==> src/rtl/stm_pkg.sv <==
package stm_pkg;

  typedef enum logic [1:0] {
    ST_IDLE = 2'd0,
    ST_ARM  = 2'd1,
    ST_RUN  = 2'd2
  } stm_state_e;

  typedef enum logic [1:0] {
    HP_WAIT = 2'd0,
    HP_MEAS = 2'd1,
    HP_DONE = 2'd2
  } stm_hphase_e;

  // Next measurement state: a start strobe always re-arms; the armed state
  // opens on a vsync edge, the running state closes on the next one.
  function automatic stm_state_e fsm_next(stm_state_e cur, logic start, logic vs_edge);
    stm_state_e nxt;
    nxt = cur;
    if (start) begin
      nxt = ST_ARM;
    end else begin
      case (cur)
        ST_ARM:  if (vs_edge) nxt = ST_RUN;
        ST_RUN:  if (vs_edge) nxt = ST_IDLE;
        default: nxt = ST_IDLE;
      endcase
    end
    return nxt;
  endfunction

  // Horizontal results are published only when the selected line's period closed.
  function automatic logic hline_complete(stm_hphase_e ph);
    return ph == HP_DONE;
  endfunction

endpackage

==> src/rtl/stm_sync_edge.sv <==
module stm_sync_edge #(
  parameter int STAGES = 2
) (
  input  logic clk,
  input  logic rst_n,
  input  logic din,
  output logic lvl,
  output logic rise
);
  localparam int TOP = STAGES - 1;

  logic [STAGES-1:0] chain_q;
  logic              last_q;

  generate
    if (STAGES == 1) begin : g_one
      always_ff @(posedge clk or negedge rst_n) begin
        if (!rst_n) chain_q <= '0;
        else        chain_q <= din;
      end
    end else begin : g_many
      always_ff @(posedge clk or negedge rst_n) begin
        if (!rst_n) chain_q <= '0;
        else        chain_q <= {chain_q[STAGES-2:0], din};
      end
    end
  endgenerate

  always_ff @(posedge clk or negedge rst_n) begin
    if (!rst_n) last_q <= 1'b0;
    else        last_q <= chain_q[TOP];
  end

  assign lvl  = chain_q[TOP];
  assign rise = chain_q[TOP] & ~last_q;
endmodule

==> src/rtl/stm_sat_counter.sv <==
module stm_sat_counter #(
  parameter int W = 12
) (
  input  logic         clk,
  input  logic         rst_n,
  input  logic         clr,
  input  logic         load_one,
  input  logic         inc,
  output logic [W-1:0] q,
  output logic         ovf
);
  localparam logic [W-1:0] MAXV = '1;
  localparam logic [W-1:0] ONE  = {{(W-1){1'b0}}, 1'b1};

  function automatic logic [W-1:0] sat_step(logic [W-1:0] v);
    return (v == MAXV) ? v : v + ONE;
  endfunction

  always_ff @(posedge clk or negedge rst_n) begin
    if (!rst_n)        q <= '0;
    else if (clr)      q <= '0;
    else if (load_one) q <= ONE;
    else if (inc)      q <= sat_step(q);
  end

  assign ovf = inc && !clr && !load_one && (q == MAXV);
endmodule

==> src/rtl/sync_timing_meter.sv <==
module sync_timing_meter
  import stm_pkg::*;
#(
  parameter int HCNT_W      = 12,
  parameter int VCNT_W      = 10,
  parameter int LINE_W      = 10,
  parameter int SYNC_STAGES = 2
) (
  input  logic              clk,
  input  logic              rst_n,
  input  logic              hsync_in,
  input  logic              vsync_in,
  input  logic              meas_start,
  input  logic [LINE_W-1:0] sel_line,
  output logic [HCNT_W-1:0] h_period,
  output logic [HCNT_W-1:0] h_pulse,
  output logic [VCNT_W-1:0] v_period,
  output logic [VCNT_W-1:0] v_pulse,
  output logic              busy,
  output logic              done,
  output logic              line_miss,
  output logic              cnt_sat
);
  localparam int             NSYNC    = 2;
  localparam int             IDX_HS   = 0;
  localparam int             IDX_VS   = 1;
  localparam logic [LINE_W-1:0] LINE_MAX = '1;
  localparam logic [LINE_W-1:0] LINE_ONE = {{(LINE_W-1){1'b0}}, 1'b1};

  // ---------------- synchronizers and edge detectors ----------------
  logic [NSYNC-1:0] sync_raw, sync_lvl, sync_rise;
  assign sync_raw = {vsync_in, hsync_in};

  for (genvar g = 0; g < NSYNC; g++) begin : g_sync
    stm_sync_edge #(.STAGES(SYNC_STAGES)) u_sync (
      .clk  (clk),
      .rst_n(rst_n),
      .din  (sync_raw[g]),
      .lvl  (sync_lvl[g]),
      .rise (sync_rise[g])
    );
  end

  logic hs_lvl, hs_rise, vs_lvl, vs_rise;
  assign hs_lvl  = sync_lvl[IDX_HS];
  assign hs_rise = sync_rise[IDX_HS];
  assign vs_lvl  = sync_lvl[IDX_VS];
  assign vs_rise = sync_rise[IDX_VS];

  // ---------------- measurement state ----------------
  stm_state_e  state_q;
  stm_hphase_e hph_q;
  logic [LINE_W-1:0] line_idx_q;
  logic pulse_on_q, vpulse_on_q, sat_q;

  // Named events, also observed by the checker.
  logic open_evt, close_evt, line_evt, sel_hit, h_end, run_now;
  assign run_now   = (state_q == ST_RUN) && !meas_start;
  assign open_evt  = (state_q == ST_ARM) && vs_rise && !meas_start;
  assign close_evt = run_now && vs_rise;
  assign line_evt  = run_now && hs_rise && !vs_rise;
  assign sel_hit   = line_evt && (hph_q == HP_WAIT) && (line_idx_q == sel_line);
  assign h_end     = line_evt && (hph_q == HP_MEAS);

  always_ff @(posedge clk or negedge rst_n) begin
    if (!rst_n) state_q <= ST_IDLE;
    else        state_q <= fsm_next(state_q, meas_start, vs_rise);
  end

  always_ff @(posedge clk or negedge rst_n) begin
    if (!rst_n)        hph_q <= HP_WAIT;
    else if (open_evt) hph_q <= HP_WAIT;
    else if (sel_hit)  hph_q <= HP_MEAS;
    else if (h_end)    hph_q <= HP_DONE;
  end

  always_ff @(posedge clk or negedge rst_n) begin
    if (!rst_n)                                line_idx_q <= '0;
    else if (open_evt)                         line_idx_q <= '0;
    else if (line_evt && line_idx_q != LINE_MAX) line_idx_q <= line_idx_q + LINE_ONE;
  end

  always_ff @(posedge clk or negedge rst_n) begin
    if (!rst_n)        pulse_on_q <= 1'b0;
    else if (open_evt) pulse_on_q <= 1'b0;
    else if (sel_hit)  pulse_on_q <= 1'b1;
    else if (!hs_lvl)  pulse_on_q <= 1'b0;
  end

  always_ff @(posedge clk or negedge rst_n) begin
    if (!rst_n)        vpulse_on_q <= 1'b0;
    else if (open_evt) vpulse_on_q <= 1'b1;
    else if (!vs_lvl)  vpulse_on_q <= 1'b0;
  end

  // ---------------- counters ----------------
  logic [HCNT_W-1:0] hper_q, hpw_q;
  logic [VCNT_W-1:0] vper_q, vpw_q;
  logic hper_ovf, hpw_ovf, vper_ovf, vpw_ovf, any_ovf;
  logic hper_inc, hpw_inc, vpw_inc;

  assign hper_inc = run_now && (hph_q == HP_MEAS) && !h_end;
  assign hpw_inc  = run_now && (hph_q == HP_MEAS) && pulse_on_q && hs_lvl;
  assign vpw_inc  = line_evt && vpulse_on_q && vs_lvl;

  stm_sat_counter #(.W(HCNT_W)) u_hper (
    .clk(clk), .rst_n(rst_n), .clr(open_evt), .load_one(sel_hit),
    .inc(hper_inc), .q(hper_q), .ovf(hper_ovf)
  );
  stm_sat_counter #(.W(HCNT_W)) u_hpw (
    .clk(clk), .rst_n(rst_n), .clr(open_evt), .load_one(sel_hit),
    .inc(hpw_inc), .q(hpw_q), .ovf(hpw_ovf)
  );
  stm_sat_counter #(.W(VCNT_W)) u_vper (
    .clk(clk), .rst_n(rst_n), .clr(open_evt), .load_one(1'b0),
    .inc(line_evt), .q(vper_q), .ovf(vper_ovf)
  );
  stm_sat_counter #(.W(VCNT_W)) u_vpw (
    .clk(clk), .rst_n(rst_n), .clr(open_evt), .load_one(1'b0),
    .inc(vpw_inc), .q(vpw_q), .ovf(vpw_ovf)
  );

  assign any_ovf = hper_ovf | hpw_ovf | vper_ovf | vpw_ovf;

  always_ff @(posedge clk or negedge rst_n) begin
    if (!rst_n)        sat_q <= 1'b0;
    else if (open_evt) sat_q <= 1'b0;
    else if (any_ovf)  sat_q <= 1'b1;
  end

  // ---------------- result publication ----------------
  logic h_ok;
  assign h_ok = hline_complete(hph_q);

  always_ff @(posedge clk or negedge rst_n) begin
    if (!rst_n) begin
      h_period  <= '0;
      h_pulse   <= '0;
      v_period  <= '0;
      v_pulse   <= '0;
      line_miss <= 1'b0;
      cnt_sat   <= 1'b0;
    end else if (close_evt) begin
      h_period  <= h_ok ? hper_q : '0;
      h_pulse   <= h_ok ? hpw_q  : '0;
      v_period  <= vper_q;
      v_pulse   <= vpw_q;
      line_miss <= !h_ok;
      cnt_sat   <= sat_q | any_ovf;
    end
  end

  always_ff @(posedge clk or negedge rst_n) begin
    if (!rst_n)          done <= 1'b0;
    else if (meas_start) done <= 1'b0;
    else if (close_evt)  done <= 1'b1;
  end

  assign busy = (state_q != ST_IDLE);
endmodule

==> config.mk <==
export PLATFORM = sky130hd
export DESIGN_NAME = sync_timing_meter
export DESIGN_NICKNAME = d
export VERILOG_FILES = /design/src/rtl/stm_pkg.sv /design/src/rtl/stm_sync_edge.sv /design/src/rtl/stm_sat_counter.sv /design/src/rtl/sync_timing_meter.sv
export SDC_FILE = /design/constraint.sdc
export NUM_CORES = 1
export LEC_CHECK = 0
export ABC_AREA = 0
export BUFFER_PORTS_ARGS = -buffer_cell sky130_fd_sc_hd__buf_2
export CAP_MARGIN = 0
export CORE_UTILIZATION = 30
export DETAILED_ROUTE_END_ITERATION = 8
export PLACE_DENSITY = 0.52
export SYNTH_ARGS = -nofsm -noshare
export SYNTH_HDL_FRONTEND = slang
export SYNTH_SLANG_ARGS = --single-unit
==> constraint.sdc <==
create_clock -name clk -period 3.3 [get_ports clk]
set_input_delay 0.33 -clock clk [delete_from_list [all_inputs] [get_ports clk]]
set_output_delay 0.33 -clock clk [all_outputs]
set_load 0.01 [all_outputs]
=== Word-level counts from Yosys, hierarchy flattened ===
Cells that the tools add are included.
Widths: inputs -> output; s select.

* $add $sub $neg: 5
* $mul: 0
* Divide/modulo/power cells: 0
* $lt $le $gt $ge: 0
* Equality and inequality tests: 18
* Shifts and indexed selects: 0
* Muxes and demuxes: 34
* Bitwise operators: 8
* Reduce and logical (&&, ||, !) cells: 47

{| class="wikitable"
|+ Operators with widths
! kind !! count
|-
| $mux 12 || 10
|-
| $mux 10 || 8
|-
| $add 10x1->10 const B || 3
|-
| $logic_and 1x1->1 || 26
|-
| $add 12x1->12 const B || 2
|-
| $eq 12x12->1 const B || 2
|-
| $eq 10x10->1 const B || 2
|-
| $mux 2 || 6
|-
| $reduce_bool 2->1 || 6
|-
| $eq 10x10->1 || 1
|-
| $ne 10x10->1 const B || 1
|-
| $reduce_and 2->1 || 5
|-
| $mux 1 || 9
|-
| $ne 3x1->1 const B || 3
|-
| $reduce_bool 3->1 || 3
|-
| $logic_not 1->1 || 6
|-
| $ne 2x1->1 const B || 3
|-
| $ne 3x3->1 const B || 2
|-
| $eq 2x1->1 const B || 2
|-
| $eq 2x2->1 const B || 2
|-
| $or 1x1->1 || 4
|-
| $pmux 2 s2 || 1
|-
| $and 1x1->1 || 2
|-
| $logic_not 2->1 || 1
|-
| $not 1->1 || 2
|}

* Register bits after elaboration: 114
* Bits in latches: 0
* RAM bits: 0
* ROM bits: 0
* Logic and storage cells: 133
* Memories: 0

=== Depth between registers and ports, before layout ===
Gate-level depths: netlist of run 1.

* Depth in word-level cells: 15
* Depth in mapped cells: 8

=== Cells and area by module ===
A second synthesis of run 1 with hierarchy kept.

* Cells, all modules: 513
* Area total of the unflattened synthesis: 5694.2 µm²

{| class="wikitable"
|+ By module, submodules not included
! module !! times used !! cells an instance !! area each (µm²) !! sequential area each (µm²)
|-
| sync_timing_meter || 1 || 217 || 2723.9 || 1601.5
|-
| stm_sat_counter (u_hper ...) || 2 || 74 || 734.5 || 300.3
|-
| stm_sat_counter (u_vper ...) || 2 || 70 || 661.9 || 250.2
|-
| stm_sync_edge || 2 || 4 || 88.8 || 75.1
|}

=== Worst setup path after synthesis of run 1 ===
Ideal clock, no wire load.

* Kind: reg2reg
* Start point: register line_idx_q[8]
* End point: register u_hper.q[5]
* Setup time: 119 ps
* Data arrival time: 1905 ps
* Data required time: 3181 ps
* Path slack: 1277 ps
* Stages on the path, launching flop included: 8
* Path buffers: 2
* Period minus slack after synthesis: 2023 ps
* Path through: dfrtp_1 -> xor2_1 -> or4_1 -> or4_1 -> buf_6 -> nand2_8 -> buf_8 -> nor2_1

* Cells in the longest elaborated chain, start to end: 4
* Elaborated cells on any way between the ends: 7

{| class="wikitable"
|+ RTL lines
! what !! RTL line !! RTL
|-
| start, declared || sync_timing_meter.sv:53 || <nowiki>logic [LINE_W-1:0] line_idx_q;</nowiki>
|-
| start signal, assigned || sync_timing_meter.sv:80 || <nowiki>else if (line_evt && line_idx_q != LINE_MAX) line_idx_q <= line_idx_q + LINE_ONE;</nowiki>
|-
| $eq 10x10->1 * || sync_timing_meter.sv:62 || <nowiki>assign sel_hit = line_evt && (hph_q == HP_WAIT) && (line_idx_q == sel_line);</nowiki>
|-
| $logic_and 1x1->1 * || sync_timing_meter.sv:62 ||
|-
| $ne 3x1->1 (no source line) (tied with other cells) || - ||
|-
| $reduce_and 2->1 (no source line) or $mux 12 (tied branches) || - ||
|-
| end signal, assigned || stm_sat_counter.sv:23 || <nowiki>else if (inc) q <= sat_step(q);</nowiki>
|-
| end, declared || stm_sat_counter.sv:9 || <nowiki>output logic [W-1:0] q,</nowiki>
|}

Every way passes the cells marked *; elsewhere a longest branch is shown, timed or not.
A chain may end at the register's enable or synchronous reset.

=== Final worst setup path of run 1 ===
* Start point: register state_q[0]
* End point: register u_vper.q[8]

* Cells in the longest elaborated chain, start to end: 6
* Elaborated cells on any way between the ends: 11

{| class="wikitable"
|+ RTL lines
! what !! RTL line !! RTL
|-
| start, declared || sync_timing_meter.sv:51 || <nowiki>stm_state_e state_q;</nowiki>
|-
| start signal, assigned || sync_timing_meter.sv:67 || <nowiki>else state_q <= fsm_next(state_q, meas_start, vs_rise);</nowiki>
|-
| $eq 2x2->1 || sync_timing_meter.sv:58 || <nowiki>assign run_now = (state_q == ST_RUN) && !meas_start;</nowiki>
|-
| $logic_and 1x1->1 || sync_timing_meter.sv:58 ||
|-
| $logic_and 1x1->1 (2 in a row) || sync_timing_meter.sv:61 || <nowiki>assign line_evt = run_now && hs_rise && !vs_rise;</nowiki>
|-
| $reduce_bool 2->1 (no source line) || - ||
|-
| $reduce_and 2->1 (no source line) || - ||
|-
| end signal, assigned || stm_sat_counter.sv:23 ||
|-
| end, declared || stm_sat_counter.sv:9 ||
|}

Parallel ways exist; a longest one is shown, timed or not.

==> results of run 1 <==
## kinds of logic after synthesis
kind of cell,count (synthesis)
buffers and inverters,25
AO/OA/AOI/OAI,49
flip-flops,114
XOR/XNOR,49
multiplexers,26
AND/OR/NAND/NOR,198
adder cells (fa/ha/maj),5
## stage by stage
stage	hold WS (ns)	std cells	area, µm²	util [%]
finish	0.0343	766	6350	38.2
global placement	0.337	733	5680	34.1
global route	0.0122	766	6350	38.2
detailed placement	0.336	733	5680	34.1
floorplan	0.0344	466	5140	-
CTS	0.00998	766	6350	38.2
## state kept, by name (all words and copies together), names as in the netlist, 10 cells and up
register and cells:
v_period 10, line_idx_q 10, u_vpw.q 10, h_period 12, h_pulse 12, v_pulse 10
u_vper.q 10, u_hpw.q 12, u_hper.q 12
## cells in the final DEF, fill, tap and decap left out, types with 6 or more instances in the layout
master,n
nand2_1,41
mux2i_1,7
nor4_1,20
nand4_1,12
buf_4,7
xnor2_1,46
nor3_1,14
nand3_1,21
mux2_2,19
o21ai_0,9
a21oi_1,12
buf_2,61
clkbuf_16,17
dfrtp_1,114
nor2_1,47
a22o_1,24
nor2b_1,6
## worst max-delay path by stage
stage                  startpoint  slack [ns]           to  cells past startpoint
floorplan           line_idx_q[8]        1.28  u_hper.q[5]                      7
global placement      sel_line[8]        1.02  u_hper.q[9]                      6
detailed placement    sel_line[8]        0.99   u_hpw.q[2]                      6
CTS                 line_idx_q[6]        1.02  u_hper.q[8]                      5
global route           state_q[0]        0.81      cnt_sat                      5
finish                 state_q[0]        0.99  u_vper.q[8]                      5
## per-layer routing
metal	vias to the layer above	part of all wire, %	GRT usage [%]
li1	1786	-	-
met4	0	1.3	5.49
met3	13	4.7	4.87
met1	1825	45	16.5
met5	-	0	0
met2	87	49	22.3
## cell type report
class                      count  share of cell area (%)
clock buffer                  22                    7.62
clock inverter                10                    2.80
inverter                       3                   0.177
multi-input combinational    327                    34.1
sequential                   114                    44.9
tap                          220                    4.33
timing repair buffer          70                    6.10
## where the power goes
part	switching [W]	leakage, nW	internal, W
Sequential	0.00000545	1.57	0.00141
Clock	0.000629	0.326	0.00141
Combinational	0.0000525	1.06	0.0000224
## critical path, cell delays in order, from the launching register on
cell	delay (ns)
dfrtp_1	0.40
nor3b_2	0.39
nand3_1	0.52
or4_1	0.68
nand3_1	0.09
o21ai_0	0.09
## what timing repair did
action | 4_1_cts | 5_1_grt
resized for setup | 0 | 0
buffers inserted | 0 | 0
endpoints found under the hold margin | 45 | 0
hold buffers | 1 | 0
==> impl_metrics.yaml, run 1 <==
outcome:
  outcome: "finished, final reports clean"
sta:
  period_share_pct: 69.9
  hold_viol: 0
  worst_slew_pin_slew_ns: 0.971
  setup_tns_ns: 0
  fin_crit_ns: 2.31
  rsz0062_at_grt: "false"
  drv_slew: 0
  finClkSkew_ns: 0.00990
  worst_slack_ns: 0.993
  setup_viol: 0
  fmax_mhz: 433
  slew-limit-headroom_pct: 35.0
synth:
  synth_enable_flop_cells: 0
  yosysMostFrequentCell: "dfrtp_1"
  synthSimpleGateAreaFrac_pct: 20.3
  synth_top_area_share_pct: 55.5
  ys_async_sr_fraction_pct: 100
  syn-num-nets: 486
  syn_area_um2: 5140
  yosys_warnings: 0
  synthAdderAreaFrac_pct: 1.22
  synth-xor-area-share_pct: 8.35
  synth_area_leaders: "dfrtp_1, xnor2_1, mux2_2, a22o_1, nor2_1"
  avgSynthCellArea_um2: 11.0
  synth_top_family_by_area: "simple AND/OR/NAND/NOR gates"
  synth_cells: 466
  synthMuxAreaShare_pct: 5.52
  yosysSeqAreaShare_pct: 55.5
  synthDistinctLibCells: 39
  yosys.area.top_type: "dfrtp_1"
  synth-compound-area-share_pct: 6.76
  synth_common_cells: "dfrtp_1, nor2_1, xnor2_1, nand2_1, a22o_1"
  synth-seq-cells: 114
  ys.flop_type: "dfrtp_1"
setup_path:
  cp.arrival_ns: 2.60
  crit_type: "reg -> reg"
  critPathLaunchType: "flop"
  reg2reg_from: "state_q[0]"
  cp_data_required_time_ns: 3.60
  cp_max_fo: 15
  worstSetupEndpointType: "flop"
  regToRegEndpoint: "u_vper.q[8]"
  ff2ff_path_depth: 5
  reg2reg_slack_ns: 0.99
grt:
  grt_max_degree: 61
  grt_antenna_before_repair: 0
  grt_usage_pct: 13.7
  grt_pass1_vias: 3707
  grt_pass1_wl_mm: 18.6
  overflow: 0
routing:
  routed_wirelength_mm: 11.2
  dr_total_vias: 3711
  dr.pass1.iters: 4
  drc_errors: 0
  drtIter0Drc: 244
  ant_nets: 0
  drt-vias-per-instance: 4.84
  wire_per_inst_um: 14.6
clocking:
  htree_levels: 4
  cts_buffer_depth: 2
  numCtsBuffers: 17
  clkSlewWorstSetupHoldPaths_ns: 0.05
  clkLatencyLatePin_ns: 0.42
  cts-root-buf: "clkbuf_16"
  clock_sinks: 114
  cts_tree: "yes"
placement:
  io_buffers: 62
  dp_slack_ns: 0.994
  hpwl_mm: 7.43
  gp_congestion: 0.803
cells_and_area:
  multiInputGateArea_um2: 2170
  drive_gt1_share_pct: 23.6
  syn2layout_area_growth_pct: 23.6
  final_nets: 553
  fillCellCount: 1661
  ff_latch_area_um2: 2850
  n_antenna_cell: 0
worst_hold_path:
  min_path_cells: 1
  min_to: "g_sync[0].u_sync.chain_q[0]"
  min_path_type: "in -> reg"
  min-delay-start: "hsync_in"
pwr:
  p_leak_nw: 2.95
  power_density_nw_per_um2: 555
  p_total_w: 0.00353
  vdd_drop_max_v: 0.000358
floorplan:
  coreArea_um2: 16600
  start_util_pct: 30.9
  dieArea_um2: 17700
  ios: 63
  die_y_um: 133
  row_count: 47
  die_x_um: 133
run:
  cap_viol_max_count: 0
Power figures use the tool's default switching activity.
==> inputs of run 2 (changes only) <==
Settings changed: PLACE_DENSITY 0.52 to 0.53.
Clock period 3.3 ns to 2 ns, I/O delays scaled along.
==> run 2 against run 1 <==
Against the previous run:
- critical path depth increased by 1
- global-route usage increased by 0.28 points
- cell count increased by 3.7%
- clock power increased by 55%
- register-to-register slack got worse by 0.87 ns
- count of clock-buffer cells in the layout unchanged
- hold slack improved by 0.051 ns
- utilization increased by 1.5 points
- first-iteration DRC count decreased by 16%
- sequential share of layout area decreased by 1.7 points
- design area increased by 4.0%
- wire length increased by 1.9%
- critical endpoint is now u_hpw.q[8]
- highest routed layer unchanged
==> impl_metrics.yaml, run 2 (same netlist as run 1, synthesis figures left out) <==
outcome:
  outcome: "finished, final reports clean"
cells_and_area:
  syn2layout_area_growth_pct: 28.5
  drive_gt1_share_pct: 27.7
  final_common_cell: "dfrtp_1"
  final_nets: 581
  final_core_util_pct: 39.7
  n_antenna_cell: 0
  fillCellCount: 1611
  layout_common_cells: "dfrtp_1, buf_2, nor2_1, xnor2_1, nand2_1"
routing:
  dr_total_vias: 3754
  ant_nets: 0
  drtIter0Drc: 205
  drt-vias-per-instance: 4.73
  routed_wirelength_mm: 11.4
  drc_errors: 0
  dr.pass1.iters: 4
  wire_per_inst_um: 14.4
setup_path:
  cp.arrival_ns: 2.17
  reg2reg_from: "line_idx_q[8]"
  critPathLaunchType: "flop"
  endpoint: "u_hpw.q[8]"
  cpMaxStageDelayCell: "or4_1"
  crit_type: "reg -> reg"
  reg2reg_slack_ns: 0.12
  worstPathCellList: "xor2_1 > or4_1 > or4_1 > buf_6 > nand2_8 > nor2_1"
  cp_max_fo: 11
  worstSetupEndpointType: "flop"
  cp_common_cell: "or4_1"
  regToRegEndpoint: "u_hpw.q[8]"
  cp_slowest_stage_delay_ns: 0.48
  ff2ff_path_depth: 6
  cp_data_required_time_ns: 2.29
  crit_path_start: "line_idx_q[8]"
grt:
  grt_pass1_vias: 3818
  grt_usage_pct: 14.0
  overflow: 0
  grt_antenna_before_repair: 0
  grt_max_degree: 36
  grt_pass1_wl_mm: 19.2
clocking:
  numCtsBuffers: 17
  cts_setup_buffers: 0
  cts-root-buf: "clkbuf_16"
  clkLatencyLatePin_ns: 0.41
  cts_tree: "yes"
  htree_levels: 4
  clock_sinks: 114
  clkSlewWorstSetupHoldPaths_ns: 0.05
  cts_buffer_depth: 2
pwr:
  power_frac_comb_pct: 2.6
  p_int_w: 0.00451
  swShare_pct: 20.0
  clkPwrFrac_pct: 56.1
  vdd_drop_max_v: 0.000529
  p_leak_nw: 3.10
  power_frac_seq_pct: 41.3
  power_density_nw_per_um2: 854
  switchingPower_w: 0.00113
placement:
  io_buffers: 62
  hpwl_mm: 7.71
  gp_congestion: 0.908
sta:
  slew-limit-headroom_pct: 60.6
  setup_viol: 0
  rsz0062_at_grt: "false"
  period_share_pct: 93.9
  hold_viol: 0
  finClkSkew_ns: 0.00703
  drv_slew: 0
  fmax_mhz: 532
  worst_slew_pin_slew_ns: 0.586
  setup_tns_ns: 0
  fin_crit_ns: 1.88
  hold_slack_ns: 0.0854
floorplan:
  dieArea_um2: 17700
  row_count: 47
  die_y_um: 133
  ios: 63
  die_x_um: 133
  coreArea_um2: 16600
  start_util_pct: 30.9
run:
  cap_viol_max_count: 0
worst_hold_path:
  min_path_type: "in -> reg"
## run 2: cell types whose count changed in the layout (fill, tap and decap cells not counted), moves of 2 or more
cell	before	now
nor4_2	1	6
dlygate4sd3_1	1	3
nor4_1	20	15
clkbuf_8	4	2
clkbuf_1	1	3
buf_4	7	30
## run 2: metrics by stage
stage	worst slack, ns	instances	power, W	instance area, µm²
2_1_floorplan	0.0848	466	0.00242	5140
3_3_place_gp	0.0791	758	0.00251	5880
3_5_place_dp	0.0228	758	0.00251	5880
4_1_cts	0.0485	793	0.00572	6540
5_1_grt	0.00791	794	0.00585	6610
6_report	0.121	794	0.00564	6610
## run 2: timing repair
| action | CTS | global route |
|---|---|---|
| resized for setup | 1 | 9 |
| cloned | 0 | 1 |
| endpoints found under the hold margin | 33 | 0 |
| hold buffers | 3 | 0 |
| setup endpoints to repair | 1 | 25 |
| pin swaps | 0 | 1 |
## run 2: critical path, delay by kind of cell, from the launching register on
kind,cells,cell delay (ns)
simple gates,4,1.08
buf+inv,1,0.17
flops,1,0.38
xor+xnor,1,0.14
## run 2: how the worst min path moves through the flow
stage | startpoint | to | slack [ns] | depth (start not counted)
6_report | meas_start | done | 0.09 | 2
5_1_grt | meas_start | state_q[0] | 0.08 | 2
4_1_cts | meas_start | state_q[0] | 0.04 | 2
3_5_place_dp | rst_n | v_period[6] | 0.20 | 1
3_3_place_gp | rst_n | v_period[6] | 0.20 | 1
2_1_floorplan | rst_n | cnt_sat | -0.1 | 0
## run 2: cell type report
type	count	area, µm²	share of cell area (%)
Clock buffer	22	464	7.03
Clock inverter	10	156	2.37
Inverter	3	11.3	0.170
Multi-Input combinational cell	328	2240	33.8
Sequential cell	114	2850	43.2
Tap cell	220	275	4.17
Timing Repair Buffer	97	612	9.26
## run 2: power groups by stage
stage               Sequential (W)  Clock (W)  Combinational [W]
global placement           0.00237          0           0.000140
global route               0.00233    0.00336           0.000167
floorplan                  0.00237          0          0.0000478
detailed placement         0.00237          0           0.000143
finish                     0.00233    0.00316           0.000147
CTS                        0.00233    0.00324           0.000149
## run 2: layer usage
layer / up-vias / share of wire, % / track usage, %
met5: - / 0 / 0
met4: 0 / 1.6 / 5.81
met2: 68 / 49 / 22.3
met1: 1823 / 46 / 17.7
met3: 14 / 3.8 / 4.10
li1: 1849 / - / -
==> inputs of run 3 (changes only) <==
Settings changed: CAP_MARGIN 0 to default, CELL_PAD_IN_SITES_DETAIL_PLACEMENT from default to 1, CELL_PAD_IN_SITES_GLOBAL_PLACEMENT from default to 1, PLACE_DENSITY 0.53 to 0.63.
==> run 3 against run 2 <==
Against the previous run:
- wire length increased by 14%
- hold slack got worse by 0.032 ns
- register-to-register slack got worse by 0.08 ns
- non-clock buffer count decreased by 2
- count of clock-buffer cells in the layout unchanged
- utilization increased by 0.74 points
- sequential power about the same
- critical endpoint is now u_hper.q[8]
==> impl_metrics.yaml, run 3 (same netlist as run 1, synthesis figures left out) <==
clocking:
  numCtsBuffers: 17
  cts_setup_buffers: 0
  cts-root-buf: "clkbuf_16"
  clock_sinks: 114
  htree_levels: 4
  clkSlewWorstSetupHoldPaths_ns: 0.05
  clkLatencyLatePin_ns: 0.42
  cts_buffer_depth: 2
  cts_tree: "yes"
grt:
  grt_max_degree: 53
  grt_usage_pct: 15.9
  grt_pass1_vias: 4273
  overflow: 0
  grt_antenna_before_repair: 0
  grt_pass1_wl_mm: 21.8
routing:
  wire_per_inst_um: 16.4
  drtIter0Drc: 167
  drt-vias-per-instance: 5.00
  routed_wirelength_mm: 13.0
  dr.pass1.iters: 6
  dr_total_vias: 3968
  ant_nets: 0
  drc_errors: 0
setup_path:
  cp.arrival_ns: 2.26
  crit_type: "reg -> reg"
  ff2ff_path_depth: 6
  regToRegEndpoint: "u_hper.q[8]"
  cp_data_required_time_ns: 2.30
  crit_path_start: "line_idx_q[8]"
  worstSetupEndpointType: "flop"
  reg2reg_slack_ns: 0.04
  reg2reg_from: "line_idx_q[8]"
  critPathLaunchType: "flop"
  cp_max_fo: 9
sta:
  hold_viol: 0
  drv_slew: 0
  rsz0062_at_grt: "true"
  period_share_pct: 98.1
  fin_crit_ns: 1.96
  fmax_mhz: 510
  setup_viol: 0
  finClkSkew_ns: 0.00799
  slew-limit-headroom_pct: 64.0
  worst_slew_pin_slew_ns: 0.538
worst_hold_path:
  min_to: "state_q[0]"
  min_path_cells: 2
  min_path_type: "in -> reg"
  min-delay-start: "meas_start"
floorplan:
  dieArea_um2: 17700
  die_x_um: 133
  ios: 63
  die_y_um: 133
  start_util_pct: 30.9
  coreArea_um2: 16600
  row_count: 47
run:
  cap_viol_max_count: 0
placement:
  io_buffers: 62
  gp_congestion: 0.806
  hpwl_mm: 8.57
cells_and_area:
  drive_gt1_share_pct: 28.6
  final_nets: 581
  n_antenna_cell: 0
  syn2layout_area_growth_pct: 30.9
  final_common_cell: "dfrtp_1"
  layout_common_cells: "dfrtp_1, buf_2, xnor2_1, nor2_1, nand2_1"
  final_core_util_pct: 40.4
pwr:
  p_leak_nw: 3.15
  power_density_nw_per_um2: 907
  p_total_w: 0.00610
  vdd_drop_max_v: 0.000563
outcome:
  outcome: "finished, final reports clean"
-- run 3: changes by cell type in the layout (fill, tap and decap cells not counted), sizes merged --
cell / change
bufinv: +3
clkinv: -3
buf: -2
nand2: +2
clkinvlp: -1
-- run 3: timing repair --
| action | CTS | global route |
|---|---|---|
| gates resized for setup | 3 | 13 |
| gates cloned | 1 | 2 |
| endpoints found under the hold margin | 23 | 0 |
| hold buffers | 3 | 0 |
| setup endpoints to repair | 22 | 33 |
-- run 3: through the flow --
step	worst slack (ns)	hold WS, ns	TNS (ns)	instance area (µm²)	cells
finish	0.0381	0.0538	0	6730	793
global route	-0.0345	0.0429	-0.235	6730	793
detailed placement	-0.0145	0.138	-0.118	5880	756
floorplan	0.0848	-0.0956	0	5140	466
CTS	0.00639	0.0268	0	6650	791
global placement	0.00598	0.127	0	5880	756
-- run 3: routing by layer --
layer | up-vias | track usage [%] | share of wire, %
met1 | 2021 | 18.8 | 44
met5 | - | 0 | 0
met2 | 66 | 27.0 | 50
met4 | 0 | 8.62 | 2.8
li1 | 1857 | - | -
met3 | 24 | 3.56 | 2.9
-- run 3: final cells by class --
cell class              instances  area (µm²)
clock buffers                  22         484
clock inverters                 9         224
fillers                      1819        9910
inverters                       3        11.3
multi-input cells             330        2260
flip-flops and latches        114        2850
well taps                     220         275
repair buffers                 95         618
-- run 3: worst max-delay path by stage --
stage	to	slack, ns	cells after the start
after global placement	u_hper.q[8]	0.006	6
after detailed placement	u_hper.q[8]	-0.01	6
final	u_hper.q[8]	0.04	6
after floorplan	u_hper.q[5]	0.08	7
after global routing	u_hpw.q[11]	-0.03	6
after CTS	hph_q[1]	0.006	6
-- run 3: worst max-delay path: stages (launching register included) --
cell     delay (ns)
dfrtp_1        0.38
xor2_1         0.14
or4_1          0.51
or4_4          0.46
buf_12         0.18
nand2_4        0.11
nor2_1         0.07
-- run 3: power by group --
group	internal [W]	switching, W
clock network	0.00259	0.00104
logic	0.0000488	0.0000959
registers	0.00232	0.00000936
total	0.00496	0.00115
